File: config.mk
export PLATFORM = sky130hd
export DESIGN_NAME = rcd_unit
export DESIGN_NICKNAME = d
export VERILOG_FILES = /design/src/rtl/rcd_pkg.sv /design/src/rtl/rcd_residue.sv /design/src/rtl/rcd_alu.sv /design/src/rtl/rcd_predict.sv /design/src/rtl/rcd_unit.sv
export SDC_FILE = /design/constraint.sdc
export NUM_CORES = 1
export LEC_CHECK = 0
export BUFFER_PORTS_ARGS = -buffer_cell sky130_fd_sc_hd__buf_2
export CELL_PAD_IN_SITES_DETAIL_PLACEMENT = 2
export CELL_PAD_IN_SITES_GLOBAL_PLACEMENT = 2
export CORE_ASPECT_RATIO = 0.7
export CORE_MARGIN = 1.5
export CORE_UTILIZATION = 35
export DETAILED_ROUTE_END_ITERATION = 16
export PLACE_DENSITY_LB_ADDON = 0.3
export RECOVER_POWER = 50
export SYNTH_ARGS = -nofsm -noshare
export SYNTH_HDL_FRONTEND = slang
export SYNTH_SLANG_ARGS = --single-unit
export TNS_END_PERCENT = 10
File: constraint.sdc
create_clock -name clk -period 17.17 [get_ports clk]
set_input_delay 1.717 -clock clk [delete_from_list [all_inputs] [get_ports clk]]
set_output_delay 1.717 -clock clk [all_outputs]
set_load 0.01 [all_outputs]
File: src/rtl/rcd_pkg.sv
package rcd_pkg;

    typedef enum logic [1:0] {
        OP_ADD = 2'b00,
        OP_SUB = 2'b01,
        OP_MUL = 2'b10,
        OP_ALT = 2'b11
    } op_e;

    typedef enum logic {
        ST_IDLE = 1'b0,
        ST_EXEC = 1'b1
    } st_e;

    typedef struct packed {
        logic [1:0] pred;
        logic [1:0] actual;
        logic       mismatch;
    } chk_t;

    // reduce a small value (0..15) to its residue mod 3
    function automatic logic [1:0] mod3_small(input logic [3:0] v);
        logic [3:0] r;
        r = v % 4'd3;
        return r[1:0];
    endfunction

endpackage

File: src/rtl/rcd_residue.sv
module rcd_residue
    import rcd_pkg::*;
#(
    parameter int W = 16
) (
    input  logic [W-1:0] val,
    output logic [1:0]   res
);
    localparam int PAIRS = (W + 1) / 2;

    logic [2*PAIRS-1:0] padded;
    logic [1:0]         acc;

    // each 2-bit chunk weighs 4^k, and 4 is 1 mod 3, so chunks simply add
    always_comb begin
        padded = '0;
        padded[W-1:0] = val;
        acc = 2'd0;
        for (int i = 0; i < PAIRS; i++) begin
            acc = mod3_small({2'b00, acc} + {2'b00, padded[2*i +: 2]});
        end
        res = acc;
    end
endmodule

File: src/rtl/rcd_alu.sv
module rcd_alu
    import rcd_pkg::*;
#(
    parameter int N = 8
) (
    input  op_e            op,
    input  logic [N-1:0]   a,
    input  logic [N-1:0]   b,
    output logic [2*N-1:0] raw,
    output logic           wrap
);
    logic [N:0]     sum;
    logic [N:0]     diff;
    logic [2*N-1:0] prod;

    assign sum  = {1'b0, a} + {1'b0, b};
    assign diff = {1'b0, a} - {1'b0, b};
    assign prod = (2*N)'(a) * (2*N)'(b);

    always_comb begin
        raw  = '0;
        wrap = 1'b0;
        case (op)
            OP_SUB: begin
                raw[N-1:0] = diff[N-1:0];
                wrap       = diff[N];
            end
            OP_MUL: begin
                raw = prod;
            end
            default: begin
                raw[N-1:0] = sum[N-1:0];
                wrap       = sum[N];
            end
        endcase
    end
endmodule

File: src/rtl/rcd_predict.sv
module rcd_predict
    import rcd_pkg::*;
#(
    parameter int N = 8
) (
    input  op_e        op,
    input  logic [1:0] ra,
    input  logic [1:0] rb,
    input  logic       wrap,
    output logic [1:0] pred
);
    // weight of the dropped bit 2^N, taken mod 3
    localparam logic [1:0] P2 = (N % 2 == 0) ? 2'd1 : 2'd2;

    logic [1:0] base;

    always_comb begin
        base = 2'd0;
        pred = 2'd0;
        case (op)
            OP_SUB: begin
                base = mod3_small({2'b00, ra} + 4'd3 - {2'b00, rb});
                pred = wrap ? mod3_small({2'b00, base} + {2'b00, P2}) : base;
            end
            OP_MUL: begin
                pred = mod3_small({2'b00, ra} * {2'b00, rb});
            end
            default: begin
                base = mod3_small({2'b00, ra} + {2'b00, rb});
                pred = wrap ? mod3_small({2'b00, base} + 4'd3 - {2'b00, P2}) : base;
            end
        endcase
    end
endmodule

File: src/rtl/rcd_unit.sv
module rcd_unit
    import rcd_pkg::*;
#(
    parameter int N         = 8,
    parameter int MAX_RETRY = 2
) (
    input  logic             clk,
    input  logic             rst,
    input  logic             start,
    input  logic [1:0]       op_sel,
    input  logic [N-1:0]     a_in,
    input  logic [N-1:0]     b_in,
    input  logic [1:0]       a_res,
    input  logic [1:0]       b_res,
    input  logic             inj_en,
    input  logic             inj_hold,
    input  logic [2*N-1:0]   inj_mask,
    output logic [2*N-1:0]   result,
    output logic [1:0]       result_res,
    output logic             done,
    output logic             perm_err,
    output logic             busy
);
    localparam int RW = 2 * N;
    localparam int CW = $clog2(MAX_RETRY + 2);

    st_e            state;
    op_e            op_q;
    logic [N-1:0]   a_q, b_q;
    logic [1:0]     ra_q, rb_q;
    logic           inj_pend, inj_sticky;
    logic [RW-1:0]  mask_q;
    logic [CW-1:0]  tries;

    logic [RW-1:0]  raw_clean, raw;
    logic           wrap;
    chk_t           chk;

    rcd_alu #(.N(N)) u_alu (
        .op   (op_q),
        .a    (a_q),
        .b    (b_q),
        .raw  (raw_clean),
        .wrap (wrap)
    );

    assign raw = raw_clean ^ (inj_pend ? mask_q : '0);

    rcd_residue #(.W(RW)) u_res (
        .val (raw),
        .res (chk.actual)
    );

    rcd_predict #(.N(N)) u_pred (
        .op   (op_q),
        .ra   (ra_q),
        .rb   (rb_q),
        .wrap (wrap),
        .pred (chk.pred)
    );

    assign chk.mismatch = (chk.actual != chk.pred);
    assign busy         = (state == ST_EXEC);

    always_ff @(posedge clk) begin
        if (rst) begin
            state      <= ST_IDLE;
            op_q       <= OP_ADD;
            a_q        <= '0;
            b_q        <= '0;
            ra_q       <= '0;
            rb_q       <= '0;
            inj_pend   <= 1'b0;
            inj_sticky <= 1'b0;
            mask_q     <= '0;
            tries      <= '0;
            result     <= '0;
            result_res <= '0;
            done       <= 1'b0;
            perm_err   <= 1'b0;
        end else begin
            done <= 1'b0;
            case (state)
                ST_IDLE: begin
                    if (start) begin
                        op_q       <= op_e'(op_sel);
                        a_q        <= a_in;
                        b_q        <= b_in;
                        ra_q       <= a_res;
                        rb_q       <= b_res;
                        inj_pend   <= inj_en;
                        inj_sticky <= inj_en & inj_hold;
                        mask_q     <= inj_mask;
                        tries      <= '0;
                        perm_err   <= 1'b0;
                        state      <= ST_EXEC;
                    end
                end
                default: begin
                    if (!chk.mismatch) begin
                        result     <= raw;
                        result_res <= chk.actual;
                        done       <= 1'b1;
                        state      <= ST_IDLE;
                    end else if (tries < CW'(MAX_RETRY)) begin
                        tries    <= tries + CW'(1);
                        inj_pend <= inj_sticky;
                    end else begin
                        result     <= raw;
                        result_res <= chk.actual;
                        perm_err   <= 1'b1;
                        done       <= 1'b1;
                        state      <= ST_IDLE;
                    end
                end
            endcase
        end
    end

    // completion is a single-cycle pulse
    assert_done_pulse_R10: assert property (@(posedge clk) disable iff (rst)
        done |=> !done);

    // the retry counter never passes its limit
    assert_retry_bound_R8: assert property (@(posedge clk) disable iff (rst)
        tries <= CW'(MAX_RETRY));

    // the error flag only appears together with completion
    assert_perm_with_done_R8: assert property (@(posedge clk) disable iff (rst)
        $rose(perm_err) |-> done);

    // latched operands stay frozen across retries
    assert_operands_held_R9: assert property (@(posedge clk) disable iff (rst)
        (state == ST_EXEC) |=> (state == ST_IDLE) ||
            ($stable(a_q) && $stable(b_q) && $stable(op_q) && $stable(ra_q) && $stable(rb_q)));

    // a clean check finishes next cycle without an error flag
    assert_clean_finish_R7: assert property (@(posedge clk) disable iff (rst)
        (state == ST_EXEC && !chk.mismatch) |=> (done && !perm_err));

endmodule

; ---- Word-level counts from Yosys, hierarchy flattened
; Index checks and enable logic that the tools add are counted.
[word_totals]
reg_bits = 63
input_bits = 43
out_inout_bits = 21
elab_cells = 91
[classes]
magnitude_cmp = 1
n_reduce_logical = 6
addsub = 16
n_eq_ne = 7
bitwise_logic = 3
mux = 29
n_div = 13
mul = 2
[ops]
columns = op, count
row1 = $mod 4x2->4 const B, 12
row2 = $mux 16, 3
row3 = $add 2x2->3, 8
row4 = $mul 8x8->16, 1
row5 = $mux 2, 8
row6 = $pmux 8 s2, 1
row7 = $xor 16x16->16, 1
row8 = $mux 1, 14
row9 = $add 8x8->9, 1
row10 = $sub 8x8->9, 1
row11 = $mux 8, 1
row12 = $add 2x2->3 const B, 2
row13 = $reduce_and 3->1, 2
row14 = $mod 2x2->4 const B, 1
row15 = $mul 2x2->4, 1
row16 = $ne 2x1->1 const B, 2
row17 = $ne 2x2->1 const B, 2
row18 = $pmux 2 s2, 1
row19 = $reduce_and 2->1, 2
row20 = $sub 4x1->4 const B, 1
row21 = $sub 4x2->4, 1
row22 = $add 2x1->3 const B, 1
row23 = $add 2x1->2 const B, 1
row24 = $eq 2x1->1 const B, 1
row25 = 8 further kinds, 8

; ---- Logic depth before layout (Yosys ltp)
; Gate-level depths: netlist of run 1.
[depth]
ltp_word = 21
ltp_mapped = 66
ltp_nobuf = 64

; ---- Modules after synthesis
; A second synthesis of run 1 with hierarchy kept.
[hier_totals]
cells_unflattened = 820
hier_area_um2 = 6705.2
[modules_own_cells]
columns = module, seq_area_each_um2, area_per_inst_um2, cells_each, instances
row1 = rcd_alu, 0.0, 2947.8, 364, 1
row2 = rcd_unit, 1261.2, 2637.5, 319, 1
row3 = rcd_residue, 0.0, 616.8, 72, 1
row4 = rcd_predict, 0.0, 503.0, 65, 1

; ---- Least setup slack after synthesis of run 1
; OpenSTA, ideal clock, no wires.
[synth_path]
path_kind = reg-to-reg
startpoint = reg a_q[1]
endpoint = reg result[1]
arrival_time_ns = 11.695
setup_slack_ns = 5.387
required_ns = 17.082
setup_ns = 0.088
stages_incl_launch_ff = 65
path_buffers = 2
period_less_slack_ns = 11.783
path_cell_list = dfxtp_1 -> and2_1 -> ha_1 -> ha_1 -> inv_1 -> fa_1 -> inv_1 -> ha_1 -> a221oi_1 -> a21oi_1 -> xnor2_1 -> fa_1 -> inv_1 -> nor2_1 -> ha_1 -> a21oi_1 -> xnor2_1 -> ha_1 -> [... 29 more ...] -> inv_1 -> nor2_1 -> ha_1 -> a21oi_1 -> xnor2_1 -> ha_1 -> fa_1 -> inv_1 -> nor2_1 -> ha_1 -> a21oi_1 -> nand2b_1 -> o31ai_1 -> a21o_1 -> a41o_1 -> buf_6 -> buf_6 -> a311oi_2
[synth_via]
word_cells_on_any_way = 30
cone_classes = 9 x add/sub / 1 x mul / 8 x div / 2 x eq/ne / 8 x mux / 1 x bitwise / 1 x reduce/logical
[synth_lines]
columns = item, line_no
row1 = from (decl), rcd_unit.sv:29  ; logic [N-1:0] a_q, b_q;
row2 = from (signal assigned), rcd_unit.sv:87  ; a_q <= a_in;
row3 = $mul 8x8->16 (tied with other cells), rcd_alu.sv:18  ; assign prod = (2*N)'(a) * (2*N)'(b);
row4 = $pmux 8 s2 (*), rcd_alu.sv:23  ; case (op)
row5 = $xor 16x16->16 (*), rcd_unit.sv:47  ; assign raw = raw_clean ^ (inj_pend ? mask_q : '0);
row6 = named net raw[3], rcd_unit.sv:35  ; logic [RW-1:0] raw_clean, raw;
row7 = $add 2x2->3 (*), rcd_residue.sv:20  ; acc = mod3_small({2'b00, acc} + {2'b00, padded[2*i +: 2]});
row8 = $mod 4x2->4 (*), rcd_pkg.sv:24  ; r = v % 4'd3;
row9 = $add 2x2->3 (*), rcd_residue.sv:20
row10 = $mod 4x2->4 (*), rcd_pkg.sv:24
row11 = [... 5 more ...], n/a
row12 = $mod 4x2->4 (*), rcd_pkg.sv:24
row13 = $add 2x2->3 (*), rcd_residue.sv:20
row14 = $mod 4x2->4 (*), rcd_pkg.sv:24
row15 = $add 2x2->3 (*), rcd_residue.sv:20
row16 = $mod 4x2->4 (*), rcd_pkg.sv:24
row17 = $ne 2x2->1 (*), rcd_unit.sv:62  ; assign chk.mismatch = (chk.actual != chk.pred);
row18 = $ne 2x2->1 (no line), n/a
row19 = $reduce_and 2->1 (no line), n/a
row20 = to (signal assigned), rcd_unit.sv:101  ; result <= raw;
row21 = to (signal assigned), rcd_unit.sv:109  ; result <= raw;
row22 = to (decl), rcd_unit.sv:18  ; output logic [2*N-1:0] result,
; The timed path passes the listed nets; every way through them passes the cells marked *. The select of a mux whose other input is x is not followed.
; A chain may end at the register's enable or synchronous reset.

; ---- Worst setup path after layout of run 1
[layout_path]
startpoint = reg a_q[3]
endpoint = reg result[14]
; Same word-level chain as after synthesis.

==> results of run 1 <==
-- flip-flops by register name, indices dropped and copies added, names as in the netlist, 2 cells and up --
signal / flops
mask_q: 16
op_q: 2
ra_q: 2
a_q: 8
result_res: 2
tries: 2
rb_q: 2
b_q: 8
result: 16
-- placed cells by master (no fill, tap or decap), drive strengths merged, types with 3 or more instances in the layout --
cell type    n
o21bai       4
inv         88
o21ai       23
a22oi        3
buf         44
and3         3
nand2b      15
clkbuf      35
and2        24
nand3       15
a211oi       5
nor3        26
a221o        3
a31oi        6
nor2b       12
nand2      143
nor2        36
ha          81
or3          3
a21o         9
a21oi       79
a221oi       6
xnor2       24
nand4        3
o31ai       12
mux2i        4
xor2        15
dfxtp       63
o21a         5
fa          48
-- how the worst min path moves through the flow --
stage / cells after the start / startpoint / to / slack [ns]
final: 2 / inj_sticky / inj_sticky / 0.46
after global routing: 2 / mask_q[15] / mask_q[15] / 0.49
after CTS: 2 / inj_sticky / inj_sticky / 0.47
after detailed placement: 2 / inj_sticky / inj_sticky / 0.46
after global placement: 2 / inj_sticky / inj_sticky / 0.44
after floorplan: 2 / inj_sticky / inj_sticky / 0.43
-- area by class of cell --
type / instances / area share, %
clock inverters: 2 / 0.1693
inverters: 89 / 4.519
multi-input cells: 643 / 66.30
clock buffers: 14 / 3.842
repair buffers: 65 / 4.113
flip-flops and latches: 63 / 17.06
well taps: 236 / 3.995
-- per-layer routing --
metal / GRT usage (%) / vias to the layer above
li1: - / 2869
met4: 4.448 / 0
met5: 0 / -
met1: 31.17 / 3057
met2: 40.99 / 97
met3: 3.182 / 19
-- cell families (layout without fill, tap and decap cells) --
family	after synthesis	count (layout)	share of synthesized area, %
adder cells (fa/ha/maj)	129	129	29.67
AND/OR/NAND/NOR	290	290	20.21
AO/OA/AOI/OAI	179	179	17.60
multiplexers	6	6	0.9966
buffers and inverters	125	170	7.428
flip-flops	63	63	18.95
XOR/XNOR	39	39	5.134
-- worst max-delay path, delay by kind of cell (launching register included) --
| family | cells | cell delay, ns |
|---|---|---|
| adder cells (fa/ha/maj) | 24 | 6.76 |
| AO/OA/AOI/OAI | 12 | 3.29 |
| XOR/XNOR | 7 | 1.28 |
| buffers and inverters | 9 | 0.91 |
| AND/OR/NAND/NOR | 9 | 0.84 |
| flip-flops | 1 | 0.59 |
-- stage by stage --
stage,instance area [um^2],hold WS (ns),utilization [%]
CTS,7426,0.4669,40.55
finish,7392,0.4611,40.36
floorplan,6654,0.4284,-
global placement,7129,0.4364,38.93
detailed placement,7129,0.4588,38.93
global route,7392,0.4932,40.36
==> metrics.txt, run 1 <==
drt drc=0; port bufs=63; grt ovf=0; number of DRC markers in iteration 0=289; Critical Path Most Common Cell=ha_1; root buffer cell=clkbuf_16; mean routed wirelength per cell=19.77 um; Mapped Cells=831; final setup fails=0; layout cell share with drive strength beyond 1=8.447%; Multi-input gate area=4901 um^2; CTS HTree Levels=3; worst setup path start=a_q[3]; Resized cells post-CTS=0; RSZ-0062 raised after global routing=no; Post-synth EDFFs=0; clk slew on worst S/H paths=0.06 ns; Setup WS post-layout=3.379 ns; Post-Layout Cell Count=1112; commonest cells in the netlist=143 x nand2_1, 88 x inv_1, 81 x ha_1; Syn. warnings=0; Placer Congestion=0.8489; number of diodes=0; met3 wire len=699 um; final worst path period share=80.32%; initial antenna violation count=0; top-count cell post-synth=nand2_1; Synth Register Bits=63; status=finished, violations left; first drt pass iteration count=4; register area=1261 um^2; Setup Buffers After CTS=0; routed wl met2=10.73 mm; Rows=41; worst r2r src=a_q[3]; largest net degree at the start of global routing=64; Cell variety after synth=66; total CTS buffers=9; vias in the first global route=6881; cts-stage hold buffer count=0; floorplan core area=18310 um^2; f_max=72.51 MHz; CP max FO=17; Slew @ Worst Pin=3.090 ns; r2r endpoint=result[14]; area delta synth->final=11.09%; Synth Cell Area=6654 um^2; Final nets=1043; area leader, netlist=dfxtp_1; Fin Clk Skew=0.006672 ns; syn nets=1003; Max-Slew Margin vs Limit=-106.5%; clk buf depth=2; first-pass GRT wire length=36.89 mm; Final Hold Fails=0; CP required=17.40 ns; reg2reg path depth=61; antenna viol nets, final=0; asr flop ratio synth=0%; uppermost layer routed=met4; Avg Cell Area, Syn=8.007 um^2; crit path DAT=14.02 ns; TNS Setup=0 ns; Critical Path Sink Type=flip-flop; Setup Slack @ Placement=3.536 ns; register area share after synthesis=18.95%; R2R setup slack=3.38 ns; M1 wire length=10.30 mm; Worst Setup EP=result[14]; Initial Utilization=36.33%; CP max-delay cell=a41o_1; Post-Place Cells=1096; DPL Wire Length=17.17 mm; max_cap viols=1; top_reg_cell synth=dfxtp_1; Final Slew Violations=41; failing checks=capacitance limit, slew limit; CTS tree=done; DIE HEIGHT=118.4 um; CP peak stage delay=0.63 ns; worst setup path category=reg -> reg; Worst-Skew Late Latency=0.34 ns; CTS Sinks=63; Horiz. Die Dim=167.8 um; overall routing resource usage=23.53%; crit start category=flip-flop; worst min path class=reg -> reg; synth top area cells=dfxtp_1 19%, ha_1 15%, fa_1 14%; total I/O pin count=64; drt via density=5.433; share of the synthesized area in the top cell type=18.95%; vias=6042; die area=19860 um^2; Fillers=2131; crit path time final=13.79 ns; final WL=21.98 mm
Power of run 1 is left out: the tool's default activity adds up to more than one toggle a clock period on the data nets, which glitch-free logic cannot reach.
==> inputs of run 2 (changes only) <==
- ABC_AREA: unset -> 1
- clock period: 17.17 -> 12.9 ns (I/O delays scaled with it)
==> metrics.txt, run 2 <==
floorplan core area=18310 um^2; Setup Slack @ Placement=-0.3739 ns; status=finished, violations left; worst hold stages=2; final worst path period share=102.6%; Fillers=2114; CTS HTree Levels=3; Setup WS post-layout=-0.3359 ns; Worst-Skew Late Latency=0.36 ns; top-count cell post-synth=nand2_1; antenna viol nets, final=0; hold slack=0.4483 ns; overall routing resource usage=26.83%; top_reg_cell synth=dfxtp_1; DIE HEIGHT=118.2 um; clk buf depth=2; layout cell share with drive strength beyond 1=21.54%; Post-Place Cells=1201; asr flop ratio synth=0%; Synth Cell Area=6638 um^2; Synth Register Bits=63; area delta synth->final=22.36%; Slew @ Worst Pin=1.915 ns; Final nets=1166; crit start category=flip-flop; failing checks=capacitance limit, slew limit, setup timing; largest net degree at the start of global routing=59; share of the synthesized area in the top cell type=19.00%; drt drc=0; vias=6786; Critical Path Stages=63; Max-Slew Margin vs Limit=-27.65%; total CTS buffers=9; number of DRC markers in iteration 0=363; max_cap viols=1; die area=19810 um^2; Post-Layout Cell Count=1234; final WL=31.45 mm; most frequent cells in the layout=146 x nand2_1, 136 x inv_1, 104 x nor2_1, 65 x o21ai_0, 64 x ha_1; Final Hold Fails=0; cts-stage hold buffer count=0; GRT busiest layer=met2; DPL Wire Length=19.15 mm; Placer Congestion=0.8537; Cell variety after synth=48; top flop regs=mask_q (16), result (16); port bufs=63; number of diodes=0; mean routed wirelength per cell=25.49 um; met2 Usage GRT=44.01%; Rows=41; area leader, netlist=dfxtp_1; Final Slew Violations=33; final setup fails=23; vias in the first global route=7237; grt met1 use=35.83%; total I/O pin count=64; clk slew on worst S/H paths=0.07 ns; Avg Cell Area, Syn=7.262 um^2; worst min path class=reg -> reg; Fin Clk Skew=0.01328 ns; crit path DAT=13.48 ns; register area share after synthesis=19.00%; most common cell after layout, fill and taps aside=nand2_1; Mapped Cells=914; CTS tree=done; crit path buf inv count=13; initial antenna violation count=0; CTS Sinks=63; f_max=75.55 MHz; CP required=13.14 ns; CP max-delay cell=fa_1; synth top area cells=dfxtp_1 19%, ha_1 15%, fa_1 14%; Initial Utilization=36.24%; Horiz. Die Dim=167.6 um; syn nets=1086; crit path time final=13.24 ns; crit-path leading delay family=adder cells; CP peak stage delay=0.55 ns; first-pass GRT wire length=40.78 mm; root buffer cell=clkbuf_16; global routing usage on met3=4.956%; Syn. warnings=0; drt via density=5.499; Critical Path Sink Type=flip-flop; grt ovf=0; Post-synth EDFFs=0; CP max FO=8; first drt pass iteration count=4; reg2reg path depth=63; Critical Path Most Common Cell=fa_1; worst setup path category=reg -> reg; commonest cells in the netlist=147 x nand2_1, 144 x inv_1, 111 x nor2_1
==> run 2: changes by cell type after synthesis, sizes merged, moves of 10 or more <==
cell,previous run,this run
nand3,15,38
nand2b,15,0
o21ai,23,87
nand2,143,153
a21oi,79,58
nor2b,12,0
inv,88,150
and2,24,1
nor2,36,120
xnor2,24,9
o31ai,12,2
nor3,26,4
==> run 2: worst paths after layout <==
check                   end     start  slack [ns]
setup / recovery  result[4]    a_q[0]       -0.34
hold / removal     tries[0]  tries[0]        0.45
setup reg to reg  result[4]    a_q[0]       -0.34
hold reg to reg    tries[0]  tries[0]        0.45
==> run 2: area by class of cell <==
class | instances | area, um^2 | share of cell area, %
Sequential cell | 63 | 1274 | 15.68
Inverter | 152 | 586.8 | 7.225
Tap cell | 236 | 295.3 | 3.636
Timing Repair Buffer | 105 | 615.6 | 7.580
Timing Repair inverter | 2 | 27.53 | 0.3389
Clock buffer | 12 | 256.5 | 3.158
Clock inverter | 3 | 42.54 | 0.5238
Multi-Input combinational cell | 661 | 5024 | 61.85
==> run 2: worst min-delay path: cells and delay by family, from the launching register on <==
family                 cells  cell delay [ns]
flip-flops                 1             0.31
AO/OA/AOI/OAI              1             0.05
buffers and inverters      1             0.05
==> run 2: logic make-up (layout without fill, tap and decap cells) <==
family | after synthesis | after routing | share of synthesized area [%]
AO/OA/AOI/OAI | 160 | 160 | 12.91
XOR/XNOR | 32 | 32 | 4.222
adder cells (fa/ha/maj) | 129 | 129 | 29.75
buffers and inverters | 193 | 274 | 11.61
flip-flops | 63 | 63 | 19.00
multiplexers | 7 | 7 | 1.188
AND/OR/NAND/NOR | 330 | 333 | 21.32
==> run 2: routing by layer <==
metal	vias to the layer above	wire length (um)
met5	-	0
met2	222	15010
met1	3446	13560
li1	3039	-
met3	79	1832
met4	0	1053
==> run 2: repair_timing <==
action                                  in CTS  in global routing
gates resized for setup                     51                 74
pin swaps                                    8                 26
endpoints found under the setup margin      24                 24
cloned                                       4                  1
endpoints found under the hold margin        0                  0
setup buffers                                3                 10
==> run 2: metrics by stage <==
stage                     setup TNS (ns)  area [um^2]  utilization [%]
after CTS                              0         7754            42.34
after detailed placement          -7.401         7276            39.73
after global placement                 0         7276            39.73
after floorplan                        0         6638                -
after global routing              -12.33         8122            44.35
final                             -5.876         8122            44.35
Power of run 2 is left out for the same reason.
